--- config.mk ---
export PLATFORM = sky130hd
export DESIGN_NAME = core_rst_ctl
export DESIGN_NICKNAME = d
export VERILOG_FILES = /design/src/rtl/core_rst_ctl.sv
export SDC_FILE = /design/constraint.sdc
export NUM_CORES = 1
export LEC_CHECK = 0
export BUFFER_PORTS_ARGS = -buffer_cell sky130_fd_sc_hd__buf_2
export CAP_MARGIN = 30
export CORE_MARGIN = 4
export CORE_UTILIZATION = 50
export CTS_CLUSTER_SIZE = 8
export DETAILED_ROUTE_END_ITERATION = 7
export PLACE_DENSITY = 0.83
export SYNTH_ARGS = -nofsm -noshare
export SYNTH_HDL_FRONTEND = slang
export SYNTH_SLANG_ARGS = --single-unit
--- constraint.sdc ---
create_clock -name clk -period 4 [get_ports clk]
set_input_delay 0.4 -clock clk [delete_from_list [all_inputs] [get_ports clk]]
set_output_delay 0.4 -clock clk [all_outputs]
set_load 0.01 [all_outputs]
--- src/rtl/core_rst_ctl.sv ---
module core_rst_ctl #(
  parameter int TICK_DIV     = 32,
  parameter int APPLY_TICKS  = 15,
  parameter int REMOVE_TICKS = 15
) (
  input  logic        clk,
  input  logic        rst_n,
  input  logic        wr_en,
  input  logic        wr_sel,
  input  logic [31:0] wdata,
  input  logic        rd_sel,
  output logic [31:0] rdata,
  output logic [1:0]  core_rst,
  output logic [1:0]  core_clk_en
);
  localparam int CTL   = 0;
  localparam int DONE  = 12;
  localparam int WEOFS = 16;
  localparam int LEN_A = (APPLY_TICKS * TICK_DIV < 1) ? 1 : APPLY_TICKS * TICK_DIV;
  localparam int LEN_R = (REMOVE_TICKS * TICK_DIV < 1) ? 1 : REMOVE_TICKS * TICK_DIV;
  localparam int LEN_M = (LEN_A > LEN_R) ? LEN_A : LEN_R;
  localparam int CW    = $clog2(LEN_M + 1);

  typedef enum logic [1:0] {S_RUN, S_APPLY, S_HELD, S_REMOVE} st_t;

  logic [1:0] ctrl, done, fin, wsel;
  logic       ctl_we, done_clr;
  logic       unused_wbits;

  assign wsel         = wr_en ? (wr_sel ? 2'b10 : 2'b01) : 2'b00;
  assign ctl_we       = wdata[CTL + WEOFS];
  assign done_clr     = wdata[DONE + WEOFS] & wdata[DONE];
  assign unused_wbits = ^{wdata[31:29], wdata[27:17], wdata[15:13], wdata[11:1]};

  always_ff @(posedge clk or negedge rst_n) begin
    if (!rst_n) begin
      ctrl <= 2'b01;
      done <= 2'b00;
    end else begin
      if (wsel[0] && ctl_we) ctrl[0] <= wdata[CTL];
      if (fin[1]) ctrl[1] <= 1'b0;
      else if (wsel[1] && ctl_we && wdata[CTL] && !ctrl[1]) ctrl[1] <= 1'b1;
      for (int i = 0; i < 2; i++) begin
        if (fin[i]) done[i] <= 1'b1;
        else if (wsel[i] && done_clr) done[i] <= 1'b0;
      end
    end
  end

  for (genvar ch = 0; ch < 2; ch++) begin : g_ch
    st_t           st;
    logic [CW-1:0] cnt;

    always_ff @(posedge clk or negedge rst_n) begin
      if (!rst_n) begin
        st  <= (ch == 0) ? S_HELD : S_RUN;
        cnt <= '0;
      end else begin
        unique case (st)
          S_RUN: if (ctrl[ch]) begin
            st  <= S_APPLY;
            cnt <= CW'(LEN_A - 1);
          end
          S_APPLY: if (cnt == '0) begin
            if (ch == 0) st <= S_HELD;
            else begin
              st  <= S_REMOVE;
              cnt <= CW'(LEN_R - 1);
            end
          end else cnt <= cnt - 1'b1;
          S_HELD: if (!ctrl[ch]) begin
            st  <= S_REMOVE;
            cnt <= CW'(LEN_R - 1);
          end
          S_REMOVE: if (cnt == '0) st <= S_RUN;
                    else cnt <= cnt - 1'b1;
          default: st <= S_RUN;
        endcase
      end
    end

    assign fin[ch]         = (st == S_REMOVE) && (cnt == '0);
    assign core_rst[ch]    = (st == S_APPLY) || (st == S_HELD);
    assign core_clk_en[ch] = !((st == S_APPLY) || (st == S_REMOVE));

    a_r9_done_only_released: assert property (@(posedge clk) disable iff (!rst_n)
      $rose(done[ch]) |-> !core_rst[ch]);
  end

  assign rdata = {19'b0, done[rd_sel], 11'b0, ctrl[rd_sel]};

  a_r2_ctl_needs_enable: assert property (@(posedge clk) disable iff (!rst_n)
    !(wr_en && !wr_sel && wdata[16]) |=> $stable(ctrl[0]));
  a_r7_done_sticky: assert property (@(posedge clk) disable iff (!rst_n)
    (done[0] && !(wr_en && !wr_sel && wdata[28] && wdata[12])) |=> done[0]);
  a_r4_release_clock_stopped: assert property (@(posedge clk) disable iff (!rst_n)
    $fell(core_rst[0]) |-> !core_clk_en[0]);
  a_r5_apply_clock_stopped: assert property (@(posedge clk) disable iff (!rst_n)
    $rose(core_rst[0]) |-> !core_clk_en[0]);
  a_r6_self_clear_sets_done: assert property (@(posedge clk) disable iff (!rst_n)
    $fell(ctrl[1]) |-> done[1]);
endmodule

**Word-level counts from Yosys, hierarchy flattened**

Index checks and enable logic that the tools add are counted.

- Word-level logic and storage cells: 86
- Output and inout port bits: 36
- Flip-flop bits (word level): 26

- Muxes and demuxes: 31
- Bitwise gates (word level): 1
- Equality and inequality tests: 16
- $add $sub $neg: 2
- $lt $le $gt $ge: 1
- Reductions and logical operators: 27

Operators with widths:

| cell | number |
|---|---|
| two-way mux 9 bit | 7 |
| case mux 9 bit (4 select lines) | 1 |
| case mux 9 bit (3 select lines) | 1 |
| two-way mux 2 bit | 10 |
| != test 2 bit (second input constant) | 10 |
| zero test 9 bit | 2 |
| subtractor 9 x 1 -> 9 bit (second input constant) | 2 |
| case mux 2 bit (4 select lines) | 2 |
| two-way mux 1 bit | 10 |
| equality test 2 bit (second input constant) | 4 |
| logical AND 1 bit | 8 |
| AND reduction 4 bit | 2 |
| AND reduction 3 bit | 2 |
| nonzero test 2 bit | 3 |
| equality test 2 x 1 -> 1 bit (second input constant) | 2 |
| zero test 2 bit | 2 |
| logical OR 1 bit | 4 |
| zero test 1 bit | 3 |
| less-than comparator 1 x 2 -> 1 bit (second input constant) | 1 |
| OR reduction 2 bit | 1 |
| AND 1 bit | 1 |

**Longest topological paths before layout**

- Depth after elaboration: 7
- Mapped depth: 7

**Worst setup path after synthesis**

No wires, ideal clock.

- Path type: reg-to-reg
- Start point: register g_ch[0].st[1]
- End point: register g_ch[0].cnt[4]
- Setup time: 72 ps
- Slack: 2041 ps
- Data arrival time: 1888 ps
- Stages on the path, launching flop included: 7
- Data required time: 3928 ps
- Cells stage by stage: dfstp_2 > inv_1 > ha_1 > mux2i_4 > o311ai_4 > or4_2 > nand3_1

- Word-level cells in the longest chain between the ends: 4
- Elaborated cells on any way between the ends: 10

RTL lines:

| item | line | text |
|---|---|---|
| from (decl) | 51 | `st_t st;` |
| from (signal assigned) | 56 | `st <= (ch == 0) ? S_HELD : S_RUN;` |
| equality test 2 bit / equality test 2 x 1 -> 1 bit (equally long branches) | 59 | `unique case (st)` |
| OR reduction 2 bit (no source line) | n/a |  |
| != test 2 bit (no source line) | n/a |  |
| AND reduction 3 bit (no source line) | n/a |  |
| to (signal assigned) | 62 | `cnt <= CW'(LEN_A - 1);` |
| to (signal assigned) | 68 | `cnt <= CW'(LEN_R - 1);` |
| to (signal assigned) | 70 | `end else cnt <= cnt - 1'b1;` |
| to (decl) | 52 | `logic [CW-1:0] cnt;` |

Parallel ways exist; a longest one is shown, timed or not.
A chain may end at the register's enable or synchronous reset.

**Worst setup path after layout**

- Start point: register g_ch[1].st[0]
- End point: register g_ch[1].cnt[6]

- Word-level cells in the longest chain between the ends: 3
- Elaborated cells on any way between the ends: 9

RTL lines:

| item | line |
|---|---|
| from (decl) | 51 |
| from (signal assigned) | 56 |
| equality test 2 bit / zero test 2 bit (equally long branches) | 59 |
| != test 2 bit (no source line) | n/a |
| AND reduction 3 bit (no source line) | n/a |
| to (signal assigned) | 62 |
| to (signal assigned) | 68 |
| to (signal assigned) | 70 |
| to (decl) | 52 |

Parallel ways exist; a longest one is shown, timed or not.

==> flow_metrics.py <==
metrics = {
    "global_route": {
        "grt_overflow": 0,
        "track_usage_pct": 13.3,
        "antenna_found_initial": 0,
        "grt_pass1_vias": 1110,
        "grt_max_degree": 27,
        "grt_pass1_wl_um": 4640,
    },
    "floorplanning": {
        "initial_core_util_pct": 52.5,
        "core_mm2": 0.00336,
        "rows": 21,
        "die_h_um": 67.4,
        "pin_count": 73,
        "die_w_um": 67.4,
        "die-area_mm2": 0.00454,
    },
    "setup_path": {
        "timing.rr.end": "g_ch[1].cnt[6]$_DFFE_PN0P_",
        "critical_path_class": "reg -> reg",
        "r2r-start": "g_ch[1].st[0]$_DFFE_PN0P_",
        "endpoint_kind": "flop",
        "cp.required_ns": 4.24,
        "r2r_setup_slack_ns": 1.83,
        "start_kind": "flop",
        "crit_path_end": "g_ch[1].cnt[6]$_DFFE_PN0P_",
        "worstPathArrival_ns": 2.41,
        "critPathLaunch": "g_ch[1].st[0]$_DFFE_PN0P_",
        "crit_fanout": 8,
        "reg2reg_depth": 6,
    },
    "clock_tree": {
        "h-tree-depth": 1,
        "cts_buffer_depth": 2,
        "clock_latency_ns": 0.32,
        "cts_hold_buf": 0,
        "clock-sinks": 26,
        "cts_tree": "done",
        "cts-resized-gates": 0,
        "clockRootBuffer": "clkbuf_4",
        "cts_buffers": 3,
        "clk_pin_slew_worst_paths_ns": 0.13,
        "post_cts_buffers": 0,
    },
    "logic_synthesis": {
        "synth_area_mm2": 0.00176,
        "synth_edf_count": 0,
        "synth_top_cell_area_share_pct": 34.0,
        "yosys_warnings": 0,
        "netlist.top_cell.by_area": "dfrtp_1",
        "synth_cells": 179,
        "syn_area_per_cell_um2": 9.86,
        "ys_seq_area_share_pct": 37.0,
        "synthTopCellsByArea": "dfrtp_1, buf_4, ha_1",
        "synth_ff_type": "dfrtp_1",
        "async_flop_share_pct": 100,
        "ys_types": 46,
        "synth-seq-cells": 26,
    },
    "cells_and_area": {
        "num-fill-cells": 321,
        "fin_area_mm2": 0.00179,
        "regArea_um2": 653,
        "drive_gt1_share_pct": 18.0,
        "antenna_cells": 0,
        "area_delta_synth_final_pct": 1.28,
        "multi_input_area_um2": 938,
        "nets": 244,
    },
    "power": {
        "pwr-share-seq_pct": 38.9,
        "p_leak_uw": 0.000805,
        "swShare_pct": 42.6,
        "p_clk_share_pct": 11.3,
        "powerDensity_mw_per_mm2": 545,
        "p_int_uw": 558,
        "p_switching_uw": 415,
        "combPwrFrac_pct": 49.8,
        "peakVddDrop_mv": 0.177,
    },
    "sta": {
        "final-hold-violation-count": 0,
        "skew_ns": 0.00289,
        "rsz0062_at_grt": "false",
        "slew_violations": 0,
        "fin_tns_setup_ns": 0,
        "worst_pin_slew_ns": 0.590,
        "fin_crit_ns": 2.17,
        "timing.hold.ws_ns": 0.0494,
        "fin_crit_sh_pct": 54.3,
        "setup_slack_ns": 1.83,
        "max_freq_mhz": 461,
        "slew_headroom_pct": 59.5,
        "setup_viol": 0,
    },
    "route": {
        "firstDrtPassIters": 4,
        "via_per_inst": 5.18,
        "finalWirelength_um": 2920,
        "wl_per_cell_um": 12.2,
        "vias": 1244,
        "drc": 0,
        "drtAntennaViolNets": 0,
        "drtIter0Drc": 69,
    },
    "hold_path": {
        "hp-class": "in -> async",
    },
    "place": {
        "dpl-instance-area_mm2": 0.00176,
        "pre_cts_slack_ns": 1.87,
        "gp_congestion": 0.776,
        "port_buffers": 14,
        "hpwl_um": 2310,
    },
    "run_status": {
        "status": "finished clean",
    },
    "run": {
        "maxCapViolations": 0,
    },
}
[layout make-up]
| cell class | count | area share (%) |
|---|---|---|
| Clock buffer | 3 | 1.26 |
| Timing Repair Buffer | 14 | 3.92 |
| Sequential cell | 26 | 36.6 |
| Tap cell | 46 | 3.22 |
| Multi-Input combinational cell | 139 | 52.5 |
| Inverter | 12 | 2.52 |
[cell usage in the layout, fill, tap and decap left out, drive strengths merged, types with 2 or more instances in the layout]
cell	Yosys	layout
o211ai	2	2
nand2	14	14
nand3	9	9
nor2	9	9
and2	2	2
a21oi	5	5
ha	11	11
inv	12	12
conb	1	30
a31oi	2	2
buf	31	14
nor4	2	2
mux2	6	6
or3	3	3
xor2	3	3
nor3	4	4
clkbuf	0	3
mux2i	5	5
o21ai	7	7
o311ai	2	2
o31ai	4	4
dfstp	2	2
dfrtp	24	24
or4	6	6
[critical path, stage by stage (launching register included)]
cell      delay, ns
dfrtp_1        0.42
inv_1          0.09
ha_1           0.21
mux2i_1        0.49
nand3_1        0.25
or4_1          0.51
o211ai_1       0.12
[worst min path at each step]
stage,to,startpoint,cells past startpoint,slack [ns]
CTS,g_ch[1].st[1]$_DFFE_PN0P_,rst_n,1,0.07
finish,g_ch[1].cnt[6]$_DFFE_PN0P_,rst_n,1,0.05
global placement,g_ch[1].st[0]$_DFFE_PN0P_,rst_n,1,0.43
detailed placement,g_ch[1].cnt[6]$_DFFE_PN0P_,rst_n,1,0.44
floorplan,ctrl[1]$_DFFE_PN0P_,rst_n,0,0.10
global route,g_ch[1].cnt[6]$_DFFE_PN0P_,rst_n,1,0.09
[metal layers]
layer | vias up | routed length (µm) | track usage (%)
met1 | 589 | 1330 | 17.8
met2 | 43 | 1380 | 22.1
met3 | 4 | 151 | 0.499
met4 | 0 | 55 | 6.84
li1 | 608 | - | -
met5 | - | 0 | 0
[stage by stage]
step | util, % | cells | power (µW)
floorplan | - | 208 | 765
global placement | 52.5 | 237 | 846
detailed placement | 52.5 | 237 | 872
CTS | 53.1 | 240 | 983
global route | 53.1 | 240 | 1050
finish | 53.1 | 240 | 973
[registers in the layout (all words and copies together), names as in the netlist]
signal	count
done	2
g_ch.cnt	18
g_ch.st	4
ctrl	2
[synth_stat cells, types with 2 or more instances]
cell	count
buf_4	30
dfrtp_1	24
nand2_1	14
inv_1	12
ha_1	11
nand3_1	9
nor2_1	9
a21oi_1	5
mux2_2	5
o21ai_0	5
mux2i_1	4
or4_1	4
nor3_1	3
o31ai_1	3
xor2_1	3
a31oi_1	2
and2_1	2
dfstp_2	2
nor4_1	2
o211ai_1	2
or3_1	2
or4_2	2
[cell families after synthesis]
family,synth area share [%]
buffers and inverters,16.0
adder cells (fa/ha/maj),7.80
multiplexers,7.59
other,0.213
flip-flops,37.0
AO/OA/AOI/OAI,11.5
XOR/XNOR,1.49
AND/OR/NAND/NOR,18.4
[power by group through the flow]
| stage | clock (µW) | sequential, µW | combinational, µW |
|---|---|---|---|
| after floorplan | 0 | 369 | 396 |
| after global placement | 0 | 379 | 467 |
| after detailed placement | 0 | 382 | 490 |
| after CTS | 114 | 378 | 491 |
| after global routing | 123 | 388 | 540 |
| final | 110 | 378 | 485 |
Power figures use the tool's default switching activity.
